**config.mk**
```make
export PLATFORM = sky130hd
export DESIGN_NAME = addsubc_unit
export DESIGN_NICKNAME = d
export VERILOG_FILES = /design/src/rtl/addsubc_pkg.sv /design/src/rtl/addsubc_ctrl.sv /design/src/rtl/addsubc_dp.sv /design/src/rtl/addsubc_unit.sv
export SDC_FILE = /design/constraint.sdc
export NUM_CORES = 1
export LEC_CHECK = 0
export ABC_AREA = 1
export BUFFER_PORTS_ARGS = -buffer_cell sky130_fd_sc_hd__buf_2
export CAP_MARGIN = 20
export CORE_MARGIN = 5
export CORE_UTILIZATION = 26
export DETAILED_ROUTE_END_ITERATION = 8
export MAX_ROUTING_LAYER = met4
export PLACE_DENSITY_LB_ADDON = 0.05
export SLEW_MARGIN = 20
export SYNTH_ARGS = -nofsm -noshare
export SYNTH_HDL_FRONTEND = slang
export SYNTH_SLANG_ARGS = --single-unit
```
**constraint.sdc**
```tcl
create_clock -name clk -period 4.9 [get_ports clk]
set_clock_uncertainty 0.1 [all_clocks]
set_input_delay 0.49 -clock clk [delete_from_list [all_inputs] [get_ports clk]]
set_output_delay 0.49 -clock clk [all_outputs]
set_load 0.01 [all_outputs]
```
**src/rtl/addsubc_pkg.sv**
```systemverilog
package addsubc_pkg;
  typedef struct packed {
    logic load;        // capture result this cycle
    logic invA;        // invert first operand (reverse subtract)
    logic useFlag;     // carry-in from stored flag
    logic cinFixed;    // default carry-in when flag unused
    logic writeCarry;  // write carry-out back to status
  } ctrlStrobe_t;
endpackage

```
**src/rtl/addsubc_ctrl.sv**
```systemverilog
module addsubc_ctrl
  import addsubc_pkg::*;
(
  input  logic        clk,
  input  logic        rst,
  input  logic        opValid,
  input  logic        opSub,
  input  logic        useCarry,
  input  logic        keep,
  output ctrlStrobe_t strobe,
  output logic        resValid
);

  always_comb begin
    strobe.load       = opValid;
    strobe.invA       = opSub;
    strobe.useFlag    = useCarry;
    strobe.cinFixed   = opSub;
    strobe.writeCarry = opValid && !keep;
  end

  always_ff @(posedge clk) begin
    if (rst) resValid <= 1'b0;
    else     resValid <= opValid;
  end


  valid_pulse_chk: assert property (@(posedge clk) disable iff (rst)
    opValid |=> resValid);

  no_spurious_valid_chk: assert property (@(posedge clk) disable iff (rst)
    !opValid |=> !resValid);

endmodule

```
**src/rtl/addsubc_dp.sv**
```systemverilog
module addsubc_dp
  import addsubc_pkg::*;
#(
  parameter int DATA_W    = 32,
  parameter int STATUS_W  = 32,
  parameter int CARRY_BIT = 2,
  parameter int COPY_BIT  = 31
) (
  input  logic                clk,
  input  logic                rst,
  input  ctrlStrobe_t         strobe,
  input  logic [DATA_W-1:0]   opA,
  input  logic [DATA_W-1:0]   opB,
  output logic [DATA_W-1:0]   result,
  output logic [STATUS_W-1:0] statusWord
);

  localparam int SUM_W = DATA_W + 1;

  logic [DATA_W-1:0]   aSel;
  logic                carryIn;
  logic [SUM_W-1:0]    sumWide;
  logic                carryOut;
  logic [STATUS_W-1:0] statusQ, statusD;
  logic [DATA_W-1:0]   resultQ;

  always_comb begin
    aSel     = strobe.invA ? ~opA : opA;
    carryIn  = strobe.useFlag ? statusQ[COPY_BIT] : strobe.cinFixed;
    sumWide  = {1'b0, opB} + {1'b0, aSel} + {{(SUM_W-1){1'b0}}, carryIn};
    carryOut = sumWide[SUM_W-1];
  end

  always_comb begin
    statusD = statusQ;
    if (strobe.writeCarry) begin
      statusD[CARRY_BIT] = carryOut;
      statusD[COPY_BIT]  = carryOut;
    end
  end

  always_ff @(posedge clk) begin
    if (rst) begin
      statusQ <= '0;
      resultQ <= '0;
    end else begin
      statusQ <= statusD;
      if (strobe.load) resultQ <= sumWide[DATA_W-1:0];
    end
  end

  assign result     = resultQ;
  assign statusWord = statusQ;


  carry_pair_chk: assert property (@(posedge clk) disable iff (rst)
    statusQ[CARRY_BIT] == statusQ[COPY_BIT]);

  keep_stable_chk: assert property (@(posedge clk) disable iff (rst)
    !strobe.writeCarry |=> $stable(statusQ));

  hold_result_chk: assert property (@(posedge clk) disable iff (rst)
    !strobe.load |=> $stable(resultQ));

  other_bits_chk: assert property (@(posedge clk) disable iff (rst)
    $countones(statusQ) == 2 * 32'(statusQ[CARRY_BIT]));

endmodule

```
**src/rtl/addsubc_unit.sv**
```systemverilog
module addsubc_unit
  import addsubc_pkg::*;
(
  input  logic        clk,
  input  logic        rst,
  input  logic        opValid,
  input  logic [31:0] opA,
  input  logic [31:0] opB,
  input  logic        opSub,
  input  logic        useCarry,
  input  logic        keep,
  output logic [31:0] result,
  output logic        resValid,
  output logic [31:0] statusWord
);

  ctrlStrobe_t strobe;

  addsubc_ctrl ctrl_i (
    .clk(clk), .rst(rst), .opValid(opValid), .opSub(opSub),
    .useCarry(useCarry), .keep(keep), .strobe(strobe), .resValid(resValid)
  );

  addsubc_dp #(.DATA_W(32), .STATUS_W(32), .CARRY_BIT(2), .COPY_BIT(31)) dp_i (
    .clk(clk), .rst(rst), .strobe(strobe), .opA(opA), .opB(opB),
    .result(result), .statusWord(statusWord)
  );

endmodule

```
# [Word level (Yosys, flattened, before mapping)]
# Index checks and enable logic that the tools add are counted.
[totals] n_memories=0 out_inout_bits=65 latchBits=0 rom_bits=0 elab_cells=10 ram_bits=0 regBits=34 inputBits=70
[classes] div=0 n_shift=0 multipliers=0 reduce_logical=2 bitwise=1 n_addsub=2 muxes=2 n_eq_ne=0 magnitude_cmp=0
[ops] operator="32-bit by 32-bit adder with 33-bit output" n=1
[ops] operator="33-bit by 1-bit adder with 33-bit output" n=1
[ops] operator="32-bit 2-to-1 mux" n=1
[ops] operator="32-bit inverter" n=1
[ops] operator="1-bit logical AND" n=1
[ops] operator="1-bit logical NOT" n=1
[ops] operator="1-bit 2-to-1 mux" n=1

# [Logic depth before layout (Yosys ltp)]
# Gate-level depths: netlist of run 1.
[logic_depth] word_depth=4 ltp_mapped=18 ltp_nobuf=16

# [Modules after synthesis]
# From an unflattened synthesis of run 1, not the netlist that was laid out.
[hier_totals] hier_cells=766 area_unflattened_um2=4309.1
[by_module_without_submodules] module="addsubc_dp" n_inst=1 area_each_um2=4247.8 cells_each=758 seq_area_each_um2=660.6
[by_module_without_submodules] module="addsubc_ctrl" n_inst=1 area_each_um2=61.3 cells_each=8 seq_area_each_um2=20.0

# [Worst setup path after synthesis of run 1]
# Ideal clock, no wire load.
[synth_path] path_type="input to register" startpoint="in opSub" endpoint="reg dp_i.resultQ[16], in the netlist dp_i.result[16]" n_path_buf=2 setup_ns=0.113 t_arrival_ns=2.609 slack_ns=2.078 path_stages=15 cell_sequence="clkbuf_1 > buf_2 > xor2_1 > fa_1 > inv_1 > fa_1 > inv_1 > nand3_1 > nand3_1 > nand2_1 > nand2_2 > a21oi_1 > or2_1 > nand3_1 > nand2_1"
[synth_between] elab_chain_len=3 word_cells_on_any_way=4 classes_between="add/sub (2); mux (2)"
[synth_rtl] element="from (decl)" line_no="addsubc_unit.sv:9" text="input logic opSub,"
[synth_rtl] element="32-bit 2-to-1 mux" line_no="addsubc_dp.sv:28" text="aSel = strobe.invA ? ~opA : opA;"
[synth_rtl] element="32-bit by 32-bit adder with 33-bit output" line_no="addsubc_dp.sv:30" text="sumWide = {1'b0, opB} + {1'b0, aSel} + {{(SUM_W-1){1'b0}}, carryIn};"
[synth_rtl] element="33-bit by 1-bit adder with 33-bit output (*)" line_no="addsubc_dp.sv:30"
[synth_rtl] element="to (signal assigned)" line_no="addsubc_dp.sv:48" text="if (strobe.load) resultQ <= sumWide[DATA_W-1:0];"
[synth_rtl] element="to (decl)" line_no="addsubc_dp.sv:25" text="logic [DATA_W-1:0] resultQ;"
# Every way passes the cells marked *; elsewhere a longest branch is shown, timed or not.
# A chain may end at the register's enable or synchronous reset.

# [Final worst setup path of run 1]
[layout_path] startpoint="in opSub" endpoint="reg dp_i.resultQ[18], in the netlist dp_i.result[18]"
# Same word-level chain as after synthesis.

==> results of run 1 <==
## power groups by stage
stage          Clock (µW)  Sequential [µW]  Combinational [µW]
3_5_place_dp            0              335                 659
2_1_floorplan           0              348                 445
3_3_place_gp            0              335                 661
6_report              299              329                 655
4_1_cts               314              329                 662
5_1_grt               324              332                 746
## path summary, 6_finish.rpt
path / endpoint / slack, ns / cells after the start
setup / recovery: dp_i.result[18]$_SDFFE_PP0P_ / 2.06 / 14
hold / removal: dp_i.result[9]$_SDFFE_PP0P_ / 0.38 / 2
setup reg to reg: dp_i.result[24]$_SDFFE_PP0P_ / 2.29 / 15
hold reg to reg: dp_i.result[9]$_SDFFE_PP0P_ / 0.38 / 2
## logic make-up after synthesis
family / count (synthesis) / synth area share
and+or+nand+nor: 387 / 0.3828
DFF: 34 / 0.1608
AOI/OAI and AO/OA: 49 / 0.06119
adders and majority gates: 33 / 0.1011
other: 1 / 0.0008859
muxes: 1 / 0.002660
buffers and inverters: 187 / 0.1954
xor gates and xnor gates: 46 / 0.09518
## cells in the final DEF, fill, tap and decap left out, types with 3 or more instances in the layout
cell	instances
nor2_1	87
inv_2	6
a21oi_1	26
clkbuf_16	5
xnor2_1	9
nand2_1	219
dfxtp_1	34
o21ai_0	15
conb_1	30
xor2_1	37
ha_1	31
nor2_2	8
nand3_2	5
o21ai_1	4
nand2_2	11
nand4_1	3
inv_1	136
buf_2	104
nand3_1	47
## flip-flops by register name, indices dropped and copies added (netlist names)
register / flops
ctrl_i.resValid: 1
dp_i.result: 32
dp_i.statusWord: 1
## layer usage
| metal | share of wire | up-vias |
|---|---|---|
| met2 | 0.39 | 122 |
| li1 | - | 2350 |
| met3 | 0.053 | 7 |
| met5 | 0 | - |
| met4 | 0.0084 | 0 |
| met1 | 0.55 | 1852 |
## through the flow
stage               cells  utilization
floorplan             767            -
global placement     1045       0.3047
detailed placement   1045       0.3047
CTS                  1052       0.3131
global route         1052       0.3131
finish               1052       0.3131
## critical path: cells and delay by family
kind	cells	cell delay, ns
AOI/OAI and AO/OA	1	0.28
xor gates and xnor gates	1	0.18
adders and majority gates	1	0.33
buffers and inverters	4	0.86
and+or+nand+nor	7	0.76
## cell type report
type                            count  area (µm²)
Clock buffer                        5       125.1
Clock inverter                      2       10.01
Fill cell                        1875       10950
Inverter                          143       536.8
Multi-Input combinational cell    546        2834
Sequential cell                    34       680.7
Tap cell                          216       270.3
Timing Repair Buffer              106       535.5
==> impl_metrics.tcl, run 1 <==
set metrics [dict create \
    outcome "finished, final reports clean" \
    r2r-start "dp_i.statusWord[2]$_SDFFE_PP0P_" \
    clock_latency_ns 0.28 \
    leakage_uw 0.003067 \
    yosys_warnings 0 \
    power_frac_clock 0.233 \
    grt_util_met1 0.2378 \
    seqPwrFrac 0.256 \
    drive_above_1_share 0.1758 \
    synth.most_common_cell "nand2_1" \
    critPathLaunchType "primary input" \
    final_design_area_no_fill_mm2 0.004992 \
    vias 4331 \
    crit_arrival_ns 2.91 \
    ant_nets 0 \
    finalCritPeriodShare 0.5800 \
    first_global_vias 4122 \
    coreArea_mm2 0.01594 \
    dpl.hpwl_mm 12.31 \
    area_growth_pct 17.94 \
    maxSlewViolCount 0 \
    cts_sinks 34 \
    critPathLaunch "opSub" \
    routedWlPerCell_um 13.46 \
    top_usage_layer "met1" \
    cts-root-buf "clkbuf_16" \
    die_h_um 137.6 \
    hold_path.class "reg -> reg" \
    synth_top_area_frac 0.1942 \
    die-area_mm2 0.01893 \
    max_slew_margin 0.6405 \
    grt_pass1_wl_mm 21.90 \
    p_int_uw 722.9 \
    clk_path_buf_depth 2 \
    nets 939 \
    hold_slack_ns 0.3848 \
    use_met3 0.01205 \
    syn_inst 738 \
    synth_top_area_cell "nand2_1" \
    synth_edf_count 0 \
    synthTopCellsByArea "nand2_1 19%, dfxtp_1 16%, inv_1 12%" \
    cp_max_fo 22 \
    cts_tree "done" \
    place_area_mm2 0.004857 \
    clk_pin_slew_ns 0.05 \
    antennaDiodeCount 0 \
    antenna_found_initial 0 \
    ys_ff_latch 34 \
    synth.avg_cell_area_um2 5.736 \
    synth_area_mm2 0.004233 \
    die_w_um 137.6 \
    finalHoldViolations 0 \
    rsz0062_at_grt "false" \
    ys_top_cells_by_count "219 x nand2_1, 136 x inv_1, 87 x nor2_1" \
    switching_share 0.4364 \
    fmax_mhz 351.8 \
    slowest_stage "buf_4" \
    setup_tns_ns 0 \
    power_frac_comb 0.510 \
    htreeDepth 2 \
    drc 0 \
    post_cts_resized 0 \
    finalWirelength_mm 14.17 \
    vias_per_cell 4.117 \
    drtIter0Drc 222 \
    worstPathRequired_ns 4.97 \
    fp-row-count 46 \
    ys_types 31 \
    overflow 0 \
    ys_seq_area_frac 0.1608 \
    min-delay-start "dp_i.result[9]$_SDFFE_PP0P_" \
    place_congestion 0.8743 \
    period_minus_slack_ns 2.842 \
    grt_usage 0.1542 \
    async_flop_share 0 \
    worst_setup_path_end_kind "flop" \
    post_cts_buffers 0 \
    peakVddDrop_mv 0.1099 \
    port_buffers 104 \
    crit_type "in -> reg" \
    setup_slack_ns 2.058 \
    use_met2 0.2175 \
    cap_violations 0 \
    finalSetupViolCount 0 \
    ctsHoldBuffers 0 \
    pwr_density_cell_mw_per_mm2 256.9 \
    worstMarginPinSlew_ns 0.5387 \
    initial_core_util 0.2655 \
    cts_buffers 5 \
    synth-main-ff-cell "dfxtp_1" \
    power.total_uw 1283 \
    post-place-ws_ns 1.722 \
    crit_path_max_incr_delay_ns 0.42 \
    p_sw_uw 559.8 \
    drt_pre_antenna_iters 4 \
    ios 135 \
    crit_chain "buf_2, buf_4, xor2_1, ha_1, nand2_1, nand2_1, inv_1, nand2_1, inv_2, nand3_2, a21oi_1, nor2_1, nor2_1, nor2_1" \
    grt_max_degree 42 \
]
(Power assumes the default switching activity.)
==> run 2: changes to the inputs <==
ABC_AREA = 0   (was 1)
clock period = 2.7 ns   (was 4.9 ns; I/O delays follow)
==> run 2 against run 1 <==
The run now ends with negative setup slack left; sequential share of layout area down 0.49 points; count of clock-buffer cells in the layout did not move; power rose by 100%; die area decreased by 15%; via count is 14% lower; combinational power up 100%; setup slack worse by 2.1 ns; global-route usage down 0.26 points; non-clock buffer count grew 85; synthesized cell count fell by 38%.
==> impl_metrics.tcl, run 2 <==
set metrics [dict create \
    die_h_um 127.1 \
    async_flop_share 0 \
    finalHoldViolations 0 \
    cts_sinks 34 \
    synth_area_mm2 0.003565 \
    routedWlPerCell_um 15.31 \
    cts_tree "done" \
    critPathLaunchType "flop" \
    coreArea_mm2 0.01335 \
    finalSetupViolCount 5 \
    worst_setup_path_end_kind "flop" \
    clk_pin_slew_ns 0.06 \
    nets 736 \
    seqPwrFrac 0.232 \
    overflow 0 \
    grt_pass1_wl_mm 19.51 \
    setup_slack_ns -0.05141 \
    regArea_um2 681.9 \
    switching_share 0.3760 \
    vias 3741 \
    cts-root-buf "clkbuf_16" \
    setup_tns_ns -0.08497 \
    largest_register_ff_count 32 \
    ys_types 58 \
    worstMarginPinSlew_ns 0.4667 \
    port_buffers 104 \
    cap_violations 0 \
    synthTopCellsByArea "dfxtp_1 19%, ha_1 11%, xor2_1 9.8%" \
    maxSlewViolCount 0 \
    synth.avg_cell_area_um2 7.834 \
    mostFrequentLayoutCells "103 x buf_2, 81 x buf_4, 38 x xor2_1, 37 x a21oi_1, 36 x nor2_1" \
    finalWirelength_mm 12.40 \
    finalCritPeriodShare 1.019 \
    period_minus_slack_ns 2.751 \
    p_sw_uw 981.0 \
    use_met2 0.2522 \
    grt_usage 0.1516 \
    crit_arrival_ns 2.84 \
    yosys_warnings 0 \
    drc 0 \
    fp-row-count 42 \
    ctsHoldBuffers 0 \
    grt_util_met1 0.1967 \
    max_slew_margin 0.6808 \
    vias_per_cell 4.619 \
    first_global_vias 3909 \
    htreeDepth 2 \
    rrSetupSlack_ns -0.05 \
    ys_seq_area_frac 0.1909 \
    die_w_um 127.1 \
    final_common_cell "buf_2" \
    clock_latency_ns 0.29 \
    drive_above_1_share 0.3644 \
    top_usage_layer "met2" \
    pwr_density_cell_mw_per_mm2 502.9 \
    crit_chain "mux2_4, fa_2, inv_2, fa_2, nand2b_4, a21oi_4, o2111ai_4, a211oi_4, buf_6, o2111ai_4, a21o_1, a32o_1" \
    multi_input_area_mm2 0.002819 \
    synth.most_common_cell "xor2_1" \
    peakVddDrop_mv 0.2157 \
    fmax_mhz 363.5 \
    synth_top_area_cell "dfxtp_1" \
    hold_path.class "in -> reg" \
    syn_inst 455 \
    grt_max_degree 41 \
    outcome "complete, but fails checks" \
    violations "negative setup slack" \
    synth_top_area_frac 0.1909 \
    crit_type "reg -> reg" \
    ys_top_cells_by_count "40 x xor2_1, 39 x a21oi_1, 36 x nor2_1" \
    power_frac_clock 0.266 \
    ant_nets 0 \
    drt_pre_antenna_iters 4 \
    rsz0062_at_grt "true" \
    die-area_mm2 0.01615 \
    p_int_uw 1628 \
    worstPathRequired_ns 2.79 \
    drtIter0Drc 120 \
    power_frac_comb 0.503 \
    dp_cells 794 \
    initial_core_util 0.2671 \
    area_growth_pct 45.56 \
    cp_max_fo 4 \
    antenna_found_initial 0 \
    slowest_stage "dfxtp_2" \
    antennaDiodeCount 0 \
    place_congestion 0.8360 \
    leakage_uw 0.002509 \
    cts_buffers 5 \
    fin_cells 810 \
    ios 135 \
    fill_cells 1433 \
    ys_ff_latch 34 \
    synth_edf_count 0 \
    use_met3 0.02421 \
    dpl.hpwl_mm 9.714 \
    crit_path_max_incr_delay_ns 0.34 \
    synth-main-ff-cell "dfxtp_1" \
    clk_path_buf_depth 2 \
]
run 2: layer usage:
metal | vias up | share of wire
met5 | - | 0
met1 | 1719 | 0.47
met2 | 84 | 0.48
met3 | 8 | 0.040
met4 | 0 | 0.0084
li1 | 1930 | -
run 2: worst max-delay path: cells and delay by family (launching register included):
kind,cells,cell delay [ns]
AOI/OAI and AO/OA,6,1.17
adders and majority gates,2,0.54
buffers and inverters,2,0.20
DFF,1,0.34
muxes,1,0.15
and+or+nand+nor,1,0.16
run 2: cells by family after synthesis:
group           after synthesis  share of synthesized area
buf+inv                      66                     0.1025
simple gates                128                     0.1832
flops                        34                     0.1909
mux                          12                    0.03405
fa+ha+maj                    33                     0.1200
other cells                   1                   0.001052
compound gates              134                     0.2527
xor+xnor                     47                     0.1155
run 2: metrics by stage:
| step | total power (µW) | util | hold WS (ns) | cell area [µm²] | setup WS (ns) |
|---|---|---|---|---|---|
| 2_1_floorplan | 1389 | - | 0.3896 | 3792 | -0.2419 |
| 3_3_place_gp | 1861 | 0.3592 | 0.3537 | 4795 | -0.2868 |
| 3_5_place_dp | 1860 | 0.3592 | 0.3558 | 4795 | -0.3036 |
| 4_1_cts | 2605 | 0.3779 | 0.3384 | 5044 | -0.05436 |
| 5_1_grt | 2813 | 0.3887 | 0.3906 | 5189 | -0.1869 |
| 6_report | 2609 | 0.3887 | 0.3317 | 5189 | -0.05141 |
run 2: repair_timing:
action,in CTS,in global routing
resized for setup,12,18
endpoints found under the setup margin,14,20
buffers inserted,4,4
pin swaps,7,13
gates cloned,0,2
endpoints found under the hold margin,0,0
run 2: final cells by class:
| class | instances | share of cell area |
|---|---|---|
| clock buffer | 5 | 0.02411 |
| multi-input combinational | 384 | 0.5433 |
| inverter | 17 | 0.01230 |
| tap | 176 | 0.04244 |
| timing repair buffer | 191 | 0.2387 |
| clock inverter | 3 | 0.007716 |
| sequential | 34 | 0.1314 |
run 2: power groups by stage:
stage / Clock (µW) / Sequential (µW) / Combinational [µW]
2_1_floorplan: 0 / 647 / 742
3_3_place_gp: 0 / 615 / 1250
3_5_place_dp: 0 / 618 / 1240
4_1_cts: 717 / 607 / 1280
5_1_grt: 736 / 614 / 1460
6_report: 693 / 605 / 1310
run 2: final timing paths:
| check | startpoint | end | cells after the start |
|---|---|---|---|
| setup reg to reg | dp_i.statusWord[2]$_SDFFE_PP0P_ | dp_i.result[28]$_SDFFE_PP0P_ | 12 |
| hold reg to reg | dp_i.result[21]$_SDFFE_PP0P_ | dp_i.result[21]$_SDFFE_PP0P_ | 2 |
| setup / recovery | dp_i.statusWord[2]$_SDFFE_PP0P_ | dp_i.result[28]$_SDFFE_PP0P_ | 12 |
| hold / removal | keep | dp_i.statusWord[2]$_SDFFE_PP0P_ | 4 |
